## src/rtl/cfgx_pkg.sv

```systemverilog
package cfgx_pkg;

    localparam int CFG_W      = 32;
    localparam int HALF_W     = 16;
    localparam int IDSEL_LSB  = 11;
    localparam int IDSEL_W    = CFG_W - IDSEL_LSB;
    localparam int DEV_W      = $clog2(IDSEL_W);
    localparam int FUNC_LSB   = 8;
    localparam int FUNC_W     = 3;
    localparam int REG_LSB    = 2;
    localparam int REG_W      = 6;
    localparam int BUS_LSB    = 16;
    localparam int BLOCK_BIT  = 16;
    localparam int CFG_EN_BIT = 31;

    typedef enum logic [1:0] {
        SZ_BYTE = 2'd0,
        SZ_HALF = 2'd1,
        SZ_WORD = 2'd2,
        SZ_BAD  = 2'd3
    } acc_size_e;

    typedef enum logic [1:0] {
        DEC_FWD   = 2'd0,
        DEC_BLOCK = 2'd1,
        DEC_ERR   = 2'd2
    } dec_kind_e;

    typedef struct packed {
        dec_kind_e           kind;
        logic [CFG_W-1:0]    addr;
    } dec_t;

    // index of lowest set bit; returns 0 for an all-zero field
    function automatic logic [DEV_W-1:0] lowest_set(input logic [IDSEL_W-1:0] v);
        logic [DEV_W-1:0] r;
        r = '0;
        for (int i = IDSEL_W - 1; i >= 0; i--) begin
            if (v[i]) r = DEV_W'(i);
        end
        return r;
    endfunction

    function automatic logic [CFG_W-1:0] ones_for(input acc_size_e s);
        case (s)
            SZ_BYTE: return CFG_W'(8'hFF);
            SZ_HALF: return CFG_W'(16'hFFFF);
            default: return '1;
        endcase
    endfunction

endpackage

```

## src/rtl/cfgx_decode.sv

```systemverilog
module cfgx_decode
    import cfgx_pkg::*;
#(
    parameter int BUS_W = 8
) (
    input  logic [HALF_W-1:0] laddr,
    input  acc_size_e         size,
    input  logic [CFG_W-1:0]  map_cfg,
    input  logic [BUS_W-1:0]  bus_num,
    output dec_t              dec
);
    logic [CFG_W-1:0]   word;
    logic [IDSEL_W-1:0] idsel;
    logic               misalign;

    always_comb begin
        word  = {map_cfg[HALF_W-1:0], laddr};
        idsel = word[CFG_W-1:IDSEL_LSB];
        unique case (size)
            SZ_BYTE: misalign = 1'b0;
            SZ_HALF: misalign = laddr[0];
            SZ_WORD: misalign = |laddr[1:0];
            default: misalign = 1'b1;
        endcase

        dec.addr = '0;
        dec.addr[CFG_EN_BIT]                 = 1'b1;
        dec.addr[BUS_LSB +: BUS_W]           = bus_num;
        dec.addr[IDSEL_LSB +: DEV_W]         = lowest_set(idsel);
        dec.addr[FUNC_LSB +: FUNC_W]         = word[FUNC_LSB +: FUNC_W];
        dec.addr[REG_LSB +: REG_W]           = word[REG_LSB +: REG_W];

        if (misalign)                      dec.kind = DEC_ERR;
        else if (map_cfg[BLOCK_BIT])       dec.kind = DEC_BLOCK;
        else if (idsel == '0)              dec.kind = DEC_ERR;
        else                               dec.kind = DEC_FWD;
    end
endmodule

```

## src/rtl/cfgx_ctrl.sv

```systemverilog
module cfgx_ctrl
    import cfgx_pkg::*;
#(
    parameter int DATA_W = 32
) (
    input  logic              clk,
    input  logic              rst,
    input  logic              req_valid,
    output logic              req_ready,
    input  acc_size_e         req_size,
    input  logic              req_write,
    input  logic [DATA_W-1:0] req_wdata,
    input  dec_t              dec,
    output logic              cyc_valid,
    input  logic              cyc_ready,
    output logic [CFG_W-1:0]  cyc_addr,
    output acc_size_e         cyc_size,
    output logic              cyc_write,
    output logic [DATA_W-1:0] cyc_wdata,
    input  logic [DATA_W-1:0] cyc_rdata,
    output logic              rsp_valid,
    output logic [DATA_W-1:0] rsp_rdata,
    output logic              rsp_err,
    output logic              clr_abort
);
    typedef enum logic [1:0] {ST_IDLE, ST_ISSUE, ST_RESP} state_e;

    typedef struct packed {
        logic [CFG_W-1:0]  addr;
        acc_size_e         size;
        logic              write;
        logic [DATA_W-1:0] wdata;
    } cyc_t;

    state_e            st;
    cyc_t              cyc_q;
    logic [DATA_W-1:0] rdata_q;
    logic              err_q;
    logic              fwd_q;

    always_ff @(posedge clk) begin
        if (rst) begin
            st      <= ST_IDLE;
            cyc_q   <= '0;
            rdata_q <= '0;
            err_q   <= 1'b0;
            fwd_q   <= 1'b0;
        end else begin
            unique case (st)
                ST_IDLE: if (req_valid) begin
                    cyc_q <= '{addr: dec.addr, size: req_size,
                               write: req_write, wdata: req_wdata};
                    if (dec.kind == DEC_FWD) begin
                        st      <= ST_ISSUE;
                        fwd_q   <= 1'b1;
                        err_q   <= 1'b0;
                        rdata_q <= '0;
                    end else begin
                        st      <= ST_RESP;
                        fwd_q   <= 1'b0;
                        err_q   <= (dec.kind == DEC_ERR);
                        rdata_q <= req_write ? '0 : DATA_W'(ones_for(req_size));
                    end
                end
                ST_ISSUE: if (cyc_ready) begin
                    st      <= ST_RESP;
                    rdata_q <= cyc_q.write ? '0 : cyc_rdata;
                end
                default: st <= ST_IDLE;
            endcase
        end
    end

    assign req_ready = (st == ST_IDLE);
    assign cyc_valid = (st == ST_ISSUE);
    assign cyc_addr  = cyc_q.addr;
    assign cyc_size  = cyc_q.size;
    assign cyc_write = cyc_q.write;
    assign cyc_wdata = cyc_q.wdata;
    assign rsp_valid = (st == ST_RESP);
    assign rsp_rdata = rsp_valid ? rdata_q : '0;
    assign rsp_err   = rsp_valid && err_q;
    assign clr_abort = rsp_valid && fwd_q;


    hold_fields_chk: assert property (@(posedge clk) disable iff (rst)
        cyc_valid && !cyc_ready |=> cyc_valid && $stable(cyc_addr) && $stable(cyc_wdata));

    busy_no_accept_chk: assert property (@(posedge clk) disable iff (rst)
        cyc_valid |-> !req_ready);

    resp_after_ack_chk: assert property (@(posedge clk) disable iff (rst)
        cyc_valid && cyc_ready |=> rsp_valid && !rsp_err);

    single_pulse_chk: assert property (@(posedge clk) disable iff (rst)
        rsp_valid |=> !rsp_valid && req_ready);

    clr_only_ok_chk: assert property (@(posedge clk) disable iff (rst)
        clr_abort |-> rsp_valid && !rsp_err);

    enable_bit_chk: assert property (@(posedge clk) disable iff (rst)
        cyc_valid |-> cyc_addr[CFG_EN_BIT]);

    no_cycle_chk: assert property (@(posedge clk) disable iff (rst)
        req_valid && req_ready && dec.kind != DEC_FWD |=> !cyc_valid && rsp_valid && !clr_abort);
endmodule

```

## src/rtl/cfgx_translator.sv

```systemverilog
module cfgx_translator
    import cfgx_pkg::*;
#(
    parameter int BUS_W  = 8,
    parameter int DATA_W = 32
) (
    input  logic              clk,
    input  logic              rst,
    input  logic              req_valid,
    output logic              req_ready,
    input  logic [15:0]       req_addr,
    input  logic [1:0]        req_size,
    input  logic              req_write,
    input  logic [DATA_W-1:0] req_wdata,
    input  logic [31:0]       map_cfg,
    input  logic [BUS_W-1:0]  bus_num,
    output logic              cyc_valid,
    input  logic              cyc_ready,
    output logic [31:0]       cyc_addr,
    output logic [1:0]        cyc_size,
    output logic              cyc_write,
    output logic [DATA_W-1:0] cyc_wdata,
    input  logic [DATA_W-1:0] cyc_rdata,
    output logic              rsp_valid,
    output logic [DATA_W-1:0] rsp_rdata,
    output logic              rsp_err,
    output logic              clr_abort
);
    dec_t      dec;
    acc_size_e size_in;
    acc_size_e size_out;

    assign size_in  = acc_size_e'(req_size);
    assign cyc_size = size_out;

    cfgx_decode #(.BUS_W(BUS_W)) u_decode (
        .laddr   (req_addr),
        .size    (size_in),
        .map_cfg (map_cfg),
        .bus_num (bus_num),
        .dec     (dec)
    );

    cfgx_ctrl #(.DATA_W(DATA_W)) u_ctrl (
        .clk       (clk),
        .rst       (rst),
        .req_valid (req_valid),
        .req_ready (req_ready),
        .req_size  (size_in),
        .req_write (req_write),
        .req_wdata (req_wdata),
        .dec       (dec),
        .cyc_valid (cyc_valid),
        .cyc_ready (cyc_ready),
        .cyc_addr  (cyc_addr),
        .cyc_size  (size_out),
        .cyc_write (cyc_write),
        .cyc_wdata (cyc_wdata),
        .cyc_rdata (cyc_rdata),
        .rsp_valid (rsp_valid),
        .rsp_rdata (rsp_rdata),
        .rsp_err   (rsp_err),
        .clr_abort (clr_abort)
    );
endmodule

```

## config.mk

```make
export PLATFORM = sky130hd
export DESIGN_NAME = cfgx_translator
export DESIGN_NICKNAME = d
export VERILOG_FILES = /design/src/rtl/cfgx_pkg.sv /design/src/rtl/cfgx_decode.sv /design/src/rtl/cfgx_ctrl.sv /design/src/rtl/cfgx_translator.sv
export SDC_FILE = /design/constraint.sdc
export NUM_CORES = 1
export LEC_CHECK = 0
export ABC_AREA = 1
export CELL_PAD_IN_SITES_DETAIL_PLACEMENT = 2
export CELL_PAD_IN_SITES_GLOBAL_PLACEMENT = 2
export CORE_MARGIN = 2
export CORE_UTILIZATION = 33
export CTS_CLUSTER_DIAMETER = 60
export DETAILED_ROUTE_END_ITERATION = 8
export DONT_BUFFER_PORTS = 1
export PLACE_DENSITY = 0.94
export SYNTH_ARGS = -nofsm -noshare
export SYNTH_HDL_FRONTEND = slang
export SYNTH_SLANG_ARGS = --single-unit
```

## constraint.sdc

```tcl
create_clock -name clk -period 5.6 [get_ports clk]
set_input_delay 1.68 -clock clk [delete_from_list [all_inputs] [get_ports clk]]
set_output_delay 1.68 -clock clk [all_outputs]
set_load 0.05 [all_outputs]
```

## Word-level counts from Yosys, hierarchy flattened

Index checks and enable logic that the tools add are counted.

- Flip-flop bits (word level): 94
- Bits of input ports: 127
- Output and inout bits: 104
- Word-level logic and storage cells: 65

- Eq/ne operators: 7
- Mux-type cells: 39
- Reductions and logical operators: 11

Operators by type and width:

| kind | number |
|---|---|
| 32-bit two-way mux | 6 |
| 32-bit one-hot mux with 2 select lines | 2 |
| 5-bit two-way mux | 21 |
| 21-bit logical NOT | 1 |
| 2-bit two-way mux | 6 |
| 2-bit == test (second input constant) | 3 |
| 2-bit logical NOT | 3 |
| 2-bit by 1-bit == test with 1-bit output (second input constant) | 2 |
| 2-bit one-hot mux with 2 select lines | 1 |
| 2-bit AND reduction | 2 |
| 1-bit one-hot mux with 3 select lines | 1 |
| 3-bit AND reduction | 1 |
| 1-bit logical AND | 2 |
| 1-bit two-way mux | 2 |
| 2-bit by 1-bit inequality test with 1-bit output (second input constant) | 1 |
| 2-bit inequality test (second input constant) | 1 |
| 2-bit nonzero test | 1 |
| 2-bit OR reduction | 1 |

## Longest topological paths before layout

Gate-level depths: netlist (run 1).

- Depth after elaboration: 21
- Gate-level depth with buffers: 21
- Mapped depth without buffers: 21

## By module

From an unflattened synthesis (run 1), not the netlist that was laid out.

- Cell total of the unflattened synthesis: 721
- Area, all modules: 4764.6 µm²

Modules (own cells, without submodules):

| module | instances | cells each | area an instance (µm²) | sequential area each (µm²) |
|---|---|---|---|---|
| cfgx_ctrl | 1 | 623 | 4254.1 | 2062.0 |
| cfgx_decode | 1 | 98 | 510.5 | 0.0 |

## Worst setup path after synthesis (run 1)

Ideal clock, no wire load.

- Path kind: register to output
- Start point: register u_ctrl.st[1]
- End point: output port rsp_err
- Arrival time: 2336 ps
- Data required time: 3920 ps
- Path slack: 1584 ps
- Cell stages (with the launch flop): 6
- Path buffers: 1
- Cells stage by stage: dfxtp_1 > inv_1 > nor2_1 > clkinv_1 > clkbuf_1 > nor2_1

- Longest elaborated chain between the ends: 2

RTL lines:

| what | line | RTL |
|---|---|---|
| from (decl) | cfgx_ctrl.sv:35 | `state_e st;` |
| from (signal assigned) | cfgx_ctrl.sv:43 | `st <= ST_IDLE;` |
| from (signal assigned) | cfgx_ctrl.sv:54 | `st <= ST_ISSUE;` |
| from (signal assigned) | cfgx_ctrl.sv:59 | `st <= ST_RESP;` |
| 2-bit == test | cfgx_ctrl.sv:80 | `assign rsp_valid = (st == ST_RESP);` |
| net rsp_valid | cfgx_translator.sv:24 | `output logic rsp_valid,` |
| 1-bit logical AND | cfgx_ctrl.sv:82 | `assign rsp_err = rsp_valid && err_q;` |
| to (decl) | cfgx_translator.sv:26 | `output logic rsp_err,` |

The timed path passes the listed nets, and every way through them passes these cells.

## Worst setup path after layout (run 1)

- Start point: register u_ctrl.st[1]
- End point: output port rsp_rdata[7]

- Longest elaborated chain between the ends: 2

RTL lines:

| what | line | RTL |
|---|---|---|
| 2-bit == test | cfgx_ctrl.sv:80 |  |
| 32-bit two-way mux | cfgx_ctrl.sv:81 | `assign rsp_rdata = rsp_valid ? rdata_q : '0;` |
| to (decl) | cfgx_translator.sv:25 | `output logic [DATA_W-1:0] rsp_rdata,` |

Every way passes these cells.

==> reports/results.ini, run 1 <==
[clock_tree]
postCtsHoldBufs=0
cts-resized-gates=0
path_clk_slew_ns=0.06
cts_root_buffer=clkbuf_16
cts_post_setup_buffers_inserted=0
ctsLongestPathBuffers=2
clock_sinks=94
htree_levels=3
clk_latency_ns=0.34
cts_tree=done
cts_made_buffers=9

[drt]
antenna_left=0
drt-initial-drc-count=211
num_vias=3793
drcViolationCount=0
viasPerCell=5.15
routed_wl_um=13500
first_pass_iters=4
wl_per_cell_um=18.3

[setup_path]
path_delay_family=buffers and inverters
regToRegStartpoint=u_ctrl.st[0]
r2r_slack_ns=2.00
cp-end-kind=output pin
r2r_cells=5
cp_cell_sequence=inv_1 > nor2_1 > buf_4 > clkinv_1 > nor2_1 > buf_4
critPathKind=flip-flop to output pin
crit_buf_inv=4
cp.arrival_ns=2.53
cp-endpoint=rsp_rdata[7]
critPathLaunch=u_ctrl.st[1]
worstSetupStartpointType=flip-flop
crit_path_top_delay_cell=clkinv_1
crit_required_ns=3.92
cp_num_cells=6
max_stage_delay_ns=0.80
r2r-end=u_ctrl.fwd_q
path_max_fanout=34

[synth]
synth_area_leaders=dfxtp_1, nor2_1, o21ai_0, nand2_1, inv_1
syn_area_um2=4030
avgSynthCellArea_um2=7.02
synth_cell_types=29
ys.warnings.count=0
synth_mux_area_share_pct=0
syn_inst=574
yosys.area.top_type_share_pct=46.7
ys.flop_type=dfxtp_1
synthAdderAreaFrac_pct=0
synth-simple-area-share_pct=23.5
yosysMostFrequentCell=nor2_1
synth-async-reset-ratio_pct=0
ys_seq_area_share_pct=46.7
yosysTopAreaCell=dfxtp_1
ys_seq_elements=94
synth_top_family_by_area=simple AND/OR/NAND/NOR gates
synth_edf_count=0
synth-xor-area-share_pct=0
synth_compound_area_share_pct=18.3
synth_commonest_cells=nor2_1, dfxtp_1, o21ai_0, nand2_1, inv_1

[floorplan]
rows=40
die_x_um=114
pin_count=231
dieArea_um2=13100
initial_core_util_pct=33.7
die_y_um=114
core_um2=12000

[placed_design]
dp_hpwl_um=9690
port_buffers=0
gp_congestion=0.787
dpl.cell_count=720

[timing]
slew_violations=0
fin_crit_ns=4.21
finClkSkew_ns=0.00792
setup_viol=0
rsz0062_at_grt=false
tns_ns=0
finalHoldViolCount=0
fmaxAchievable_mhz=238
maxSlewHeadroom_pct=17.8
tightest_slew_ns=1.23
min_period_over_period_pct=75.1

[power_and_ir_drop]
p_int_uw=1160
p_comb_share_pct=13.2
netSwitchingPower_uw=585
leakage_uw=0.00193
power_switching_share_pct=33.5
seq_power_share_pct=50.9
ir_worst_vdd_uv=126
p_clk_share_pct=35.9
power.density_nw_per_um2=377

[final_layout]
final_core_util_pct=38.7
drive_above_1_share_pct=11.2
layout.cells.non_filler=736
n_antenna_cell=0
fin_nets=712
syn2layout_area_growth_pct=15.0

[run_status]
status=finished, final reports clean

[min_path]
worstHoldPathCells=2
worst_hold_path_type=flip-flop to flip-flop

[global_routing]
grt_antenna_before_repair=0
grt_pass1_vias=4018
grt_max_degree=87
overflow=0
grt_pass1_wl_um=20600
globalRouteTotalUtil_pct=20.1

[flow_run]
cap_violations=0

==> per-stage QoR <==
stage	power, uW	hold slack (ns)	cell area [um2]	setup WS [ns]
after global placement	1120	0.449	4320	1.76
final	1750	0.483	4630	1.39
after global routing	1830	0.508	4630	1.13
after CTS	1770	0.497	4620	1.27
after detailed placement	1140	0.458	4320	1.64
after floorplan	1080	0.445	4060	1.58
==> power by group through the flow <==
stage          clock (uW)  combinational (uW)  sequential [uW]
6_report              626                 230              889
5_1_grt               674                 260              897
4_1_cts               644                 235              890
3_5_place_dp            0                 233              905
3_3_place_gp            0                 216              900
2_1_floorplan           0                 186              891
==> layout make-up <==
class / count / area [um2]
Multi-Input combinational cell: 377 / 1730
Inverter: 66 / 248
Tap cell: 147 / 184
Fill cell: 1417 / 7330
Sequential cell: 94 / 1880
Clock inverter: 3 / 43.8
Clock buffer: 12 / 256
Timing Repair Buffer: 37 / 285
==> tightest hold or removal path, cell delays in order (launching register included) <==
cell	delay (ns)
dfxtp_1	0.32
nand2_1	0.06
a21oi_1	0.06
==> registers in the layout, indices dropped and copies added, names as in the netlist <==
register	count
u_ctrl.rdata_q	32
u_ctrl.fwd_q	1
u_ctrl.cyc_addr	23
u_ctrl.cyc_size	2
u_ctrl.cyc_write	1
u_ctrl.err_q	1
u_ctrl.cyc_wdata	32
u_ctrl.st	2
==> placed cells by master, fill, tap and decap left out, types with 2 or more instances in the layout <==
cell	count
a21oi_1	9
a31oi_1	29
a31oi_2	3
buf_4	36
clkbuf_16	9
clkbuf_8	2
conb_1	9
dfxtp_1	94
inv_1	62
inv_2	3
nand2_1	66
nand2_2	2
nand3_1	9
nor2_1	151
nor3_1	2
o211ai_1	2
o21ai_0	84
==> per-layer routing <==
layer | vias up | routed length (um) | GRT usage (%)
li1 | 1821 | - | -
met1 | 1816 | 5060 | 20.6
met2 | 136 | 7080 | 38.8
met3 | 18 | 1060 | 5.40
met4 | 2 | 267 | 7.32
met5 | - | 5 | 0
==> how the worst min path moves through the flow <==
stage / start / endpoint / slack, ns
5_1_grt: u_ctrl.fwd_q / u_ctrl.fwd_q / 0.51
2_1_floorplan: u_ctrl.fwd_q / u_ctrl.fwd_q / 0.45
6_report: u_ctrl.fwd_q / u_ctrl.fwd_q / 0.48
4_1_cts: u_ctrl.fwd_q / u_ctrl.fwd_q / 0.50
3_3_place_gp: u_ctrl.fwd_q / u_ctrl.fwd_q / 0.45
3_5_place_dp: u_ctrl.fwd_q / u_ctrl.fwd_q / 0.46
==> kinds of logic after synthesis <==
| kind of cell | Yosys count |
|---|---|
| compound gates | 132 |
| buf+inv | 111 |
| flops | 94 |
| other cells | 1 |
| simple gates | 236 |
(Power assumes the default switching activity.)
==> run 2, diff against run 1 <==
CORE_UTILIZATION = 28   (was 33)
PLACE_DENSITY = 0.86   (was 0.94)
clock period = 3.75 ns   (was 5.6 ns; I/O delays follow)
==> reports/results.ini, run 2 (synthesized netlist as in run 1, its figures left out) <==
[power_and_ir_drop]
power_switching_share_pct=33.5
ir_worst_vdd_uv=204
power.density_nw_per_um2=554
seq_power_share_pct=50.7
p_clk_share_pct=36.1
netSwitchingPower_uw=878
p_comb_share_pct=13.2
p_int_uw=1740
leakage_uw=0.00196

[placed_design]
gp_congestion=0.817
dp_hpwl_um=9930
port_buffers=0
place_ws_ns=0.770

[setup_path]
critPathKind=flip-flop to output pin
cp_cell_sequence=inv_1 > nor2_1 > buf_4 > clkinv_1 > buf_4 > nor2_1 > buf_4
crit_top_cell=buf_4
cp.arrival_ns=1.88
cp-end-kind=output pin
crit_buf_inv=5
path_delay_family=buffers and inverters
path_max_fanout=34
crit_path_top_delay_cell=dfxtp_1
crit_required_ns=2.62
worstSetupStartpointType=flip-flop
max_stage_delay_ns=0.38

[floorplan]
initial_core_util_pct=28.8
dieArea_um2=15400
die_x_um=124
pin_count=231
die_y_um=124
core_um2=14000
rows=43

[clock_tree]
cts-resized-gates=0
cts_root_buffer=clkbuf_16
cts_made_buffers=9
clk_latency_ns=0.35
postCtsHoldBufs=0
cts_post_setup_buffers_inserted=0
cts_tree=done
htree_levels=3
ctsLongestPathBuffers=2
clock_sinks=94
path_clk_slew_ns=0.06

[timing]
tightest_slew_ns=0.938
setup_viol=0
finClkSkew_ns=0.00766
finalHoldViolCount=0
fmaxAchievable_mhz=332
slew_violations=0
rsz0062_at_grt=false
fin_crit_ns=3.01
tns_ns=0
maxSlewHeadroom_pct=37.3
fin_ws_ns=0.741
min_period_over_period_pct=80.2

[global_routing]
overflow=0
grt_pass1_wl_um=19700
grt_antenna_before_repair=0
globalRouteTotalUtil_pct=16.7
grt_pass1_vias=4002
grt_max_degree=66

[final_layout]
final_cell_mix=nor2_1, dfxtp_1, o21ai_0
drive_above_1_share_pct=12.6
fin_nets=719
syn2layout_area_growth_pct=17.3
n_antenna_cell=0
layout_commonest_cell=nor2_1

[drt]
drt-initial-drc-count=129
antenna_left=0
viasPerCell=4.90
drcViolationCount=0
routed_wl_um=13300
first_pass_iters=6
wl_per_cell_um=17.1
num_vias=3804

[min_path]
worst_hold_path_type=flip-flop to flip-flop

[run_status]
status=finished, final reports clean

[flow_run]
cap_violations=0

run 2: cell types whose count changed in the layout (fill, tap and decap cells not counted), sizes merged:
| cell | previous run | this run |
|---|---|---|
| clkinvlp | 0 | 1 |
| buf | 37 | 44 |
| clkbuf | 12 | 11 |
| inv | 65 | 66 |
run 2: path summary, 6_finish.rpt:
check | start | end | slack (ns) | cells after the start
worst max-delay path | u_ctrl.st[1] | rsp_rdata[18] | 0.74 | 7
worst min-delay path | u_ctrl.fwd_q | u_ctrl.fwd_q | 0.47 | 2
worst max register to register | u_ctrl.st[0] | u_ctrl.rdata_q[20] | 1.55 | 8
worst min register to register | u_ctrl.fwd_q | u_ctrl.fwd_q | 0.47 | 2
run 2: final cells by class:
| type | instances | area, um2 |
|---|---|---|
| fillers | 1659 | 9260 |
| flip-flops and latches | 94 | 1880 |
| multi-input cells | 377 | 1730 |
| repair buffers | 44 | 330 |
| clock buffers | 11 | 253 |
| inverters | 66 | 248 |
| well taps | 180 | 225 |
| clock inverters | 5 | 56.3 |
run 2: per-stage QoR:
stage	cell area, um2	total power (uW)	util, %	instances	hold slack (ns)
after floorplan	4060	1610	-	582	0.445
after global placement	4420	1670	31.6	761	0.452
after detailed placement	4420	1700	31.6	761	0.466
after CTS	4730	2660	33.8	777	0.477
after global routing	4730	2760	33.8	777	0.506
final	4730	2620	33.8	777	0.474
run 2: power by group through the flow:
stage	Combinational [uW]	Clock, uW	Sequential (uW)
after floorplan	277	0	1330
after global placement	327	0	1340
after CTS	354	982	1330
after detailed placement	352	0	1350
final	344	946	1330
after global routing	393	1030	1340
run 2: routing by layer:
layer	vias to the layer above	global-route usage (%)	part of all wire, %
li1	1841	-	-
met1	1809	16.6	38
met2	137	31.7	51
met3	17	5.59	9.3
met4	0	7.23	2.3
met5	-	0	0
run 2: worst register-to-register path: cells and delay by family (launching register included):
family,cells,cell delay (ns)
AO/OA/AOI/OAI,1,0.18
buffers and inverters,4,0.80
AND/OR/NAND/NOR,3,0.73
flip-flops,1,0.39
==> run 3, diff against run 2 <==
clock period = 2.55 ns   (was 3.75 ns; I/O delays follow)
==> reports/results.ini, run 3 (synthesized netlist as in run 1, its figures left out) <==
[run_status]
status=finished, final reports clean

[clock_tree]
clk_latency_ns=0.35
postCtsHoldBufs=0
clock_sinks=94
ctsLongestPathBuffers=2
cts_root_buffer=clkbuf_16
cts_tree=done
path_clk_slew_ns=0.06
cts_made_buffers=9
htree_levels=3
cts_post_setup_buffers_inserted=0
cts-resized-gates=0

[min_path]
worst_hold_path_type=flip-flop to flip-flop

[floorplan]
die_y_um=124
dieArea_um2=15400
initial_core_util_pct=28.8
die_x_um=124
pin_count=231
core_um2=14000
rows=43

[power_and_ir_drop]
p_int_uw=2540
leakage_uw=0.00201
ir_worst_vdd_uv=291
seq_power_share_pct=50.5
netSwitchingPower_uw=1330
p_comb_share_pct=14.5
power.density_nw_per_um2=772
total_power_uw=3870
p_clk_share_pct=35.0
power_switching_share_pct=34.4

[timing]
fin_crit_ns=2.35
tightest_slew_ns=0.643
slew_violations=0
tns_ns=0
finalHoldViolCount=0
maxSlewHeadroom_pct=56.9
setup_viol=0
rsz0062_at_grt=false
finClkSkew_ns=0.00667
min_period_over_period_pct=92.2
fin_ws_ns=0.199
fmaxAchievable_mhz=425

[setup_path]
worstSetupStartpointType=flip-flop
crit_required_ns=1.79
path_max_fanout=18
cp-end-kind=output pin
cp.arrival_ns=1.59
critPathKind=flip-flop to output pin

[global_routing]
overflow=0
grt_max_degree=66
grt_antenna_before_repair=0
grt_pass1_vias=4036
grt_pass1_wl_um=20600
globalRouteTotalUtil_pct=17.7

[final_layout]
syn2layout_area_growth_pct=24.4
n_antenna_cell=0
layout_commonest_cell=nor2_1
final_cell_mix=nor2_1, dfxtp_1, o21ai_0
fin_nets=721
drive_above_1_share_pct=17.9

[drt]
drt-initial-drc-count=173
antenna_left=0
routed_wl_um=13900
wl_per_cell_um=17.8
first_pass_iters=4
viasPerCell=4.89
drcViolationCount=0
num_vias=3808

[placed_design]
dp_hpwl_um=10400
port_buffers=0
gp_congestion=0.845
place_ws_ns=-0.0439

[flow_run]
cap_violations=0

## run 3: cell types whose count changed in the layout (fill, tap and decap cells not counted), sizes merged
cell | before | now
buf | 44 | 46
clkinvlp | 1 | 0
clkbuf | 11 | 10
clkinv | 3 | 5
## run 3: final cells by class
cell class	instances	area (um2)
Clock inverter	6	70.1
Timing Repair Buffer	46	546
Clock buffer	10	229
Tap cell	180	225
Fill cell	1618	8980
Sequential cell	94	1880
Multi-Input combinational cell	377	1810
Inverter	66	248
## run 3: power groups by stage
stage               Sequential [uW]  Clock (uW)  Combinational, uW
detailed placement             1990           0                565
floorplan                      1960           0                425
CTS                            1950        1410                570
global placement               1980           0                525
global route                   1970        1470                629
finish                         1950        1350                559
## run 3: worst paths after layout
path           startpoint            endpoint  slack (ns)  cells past startpoint
min          u_ctrl.fwd_q        u_ctrl.fwd_q        0.47                      2
max reg2reg  u_ctrl.st[0]  u_ctrl.rdata_q[19]        0.69                      8
min reg2reg  u_ctrl.fwd_q        u_ctrl.fwd_q        0.47                      2
max          u_ctrl.st[1]       rsp_rdata[28]        0.20                      6
## run 3: metal layers
layer / track usage [%] / routed length [um] / vias up
met2: 33.1 / 7170 / 141
met4: 7.16 / 315 / 0
met1: 18.1 / 5190 / 1802
li1: - / - / 1843
met5: 0 / 0 / -
met3: 5.63 / 1190 / 22
## run 3: metrics by stage
stage | area [um2] | hold WS (ns) | util (%) | cells
6_report | 5010 | 0.470 | 35.8 | 779
5_1_grt | 5010 | 0.463 | 35.8 | 779
4_1_cts | 5010 | 0.464 | 35.8 | 779
3_5_place_dp | 4710 | 0.462 | 33.7 | 763
3_3_place_gp | 4710 | 0.448 | 33.7 | 763
2_1_floorplan | 4140 | 0.445 | - | 582
## run 3: worst max-delay path, stage by stage, from the launching register on
cell and delay, ns:
dfxtp_1 0.36, inv_1 0.06, nor2_2 0.11, clkinv_1 0.10, buf_4 0.24, nor2_1 0.16
buf_4 0.22
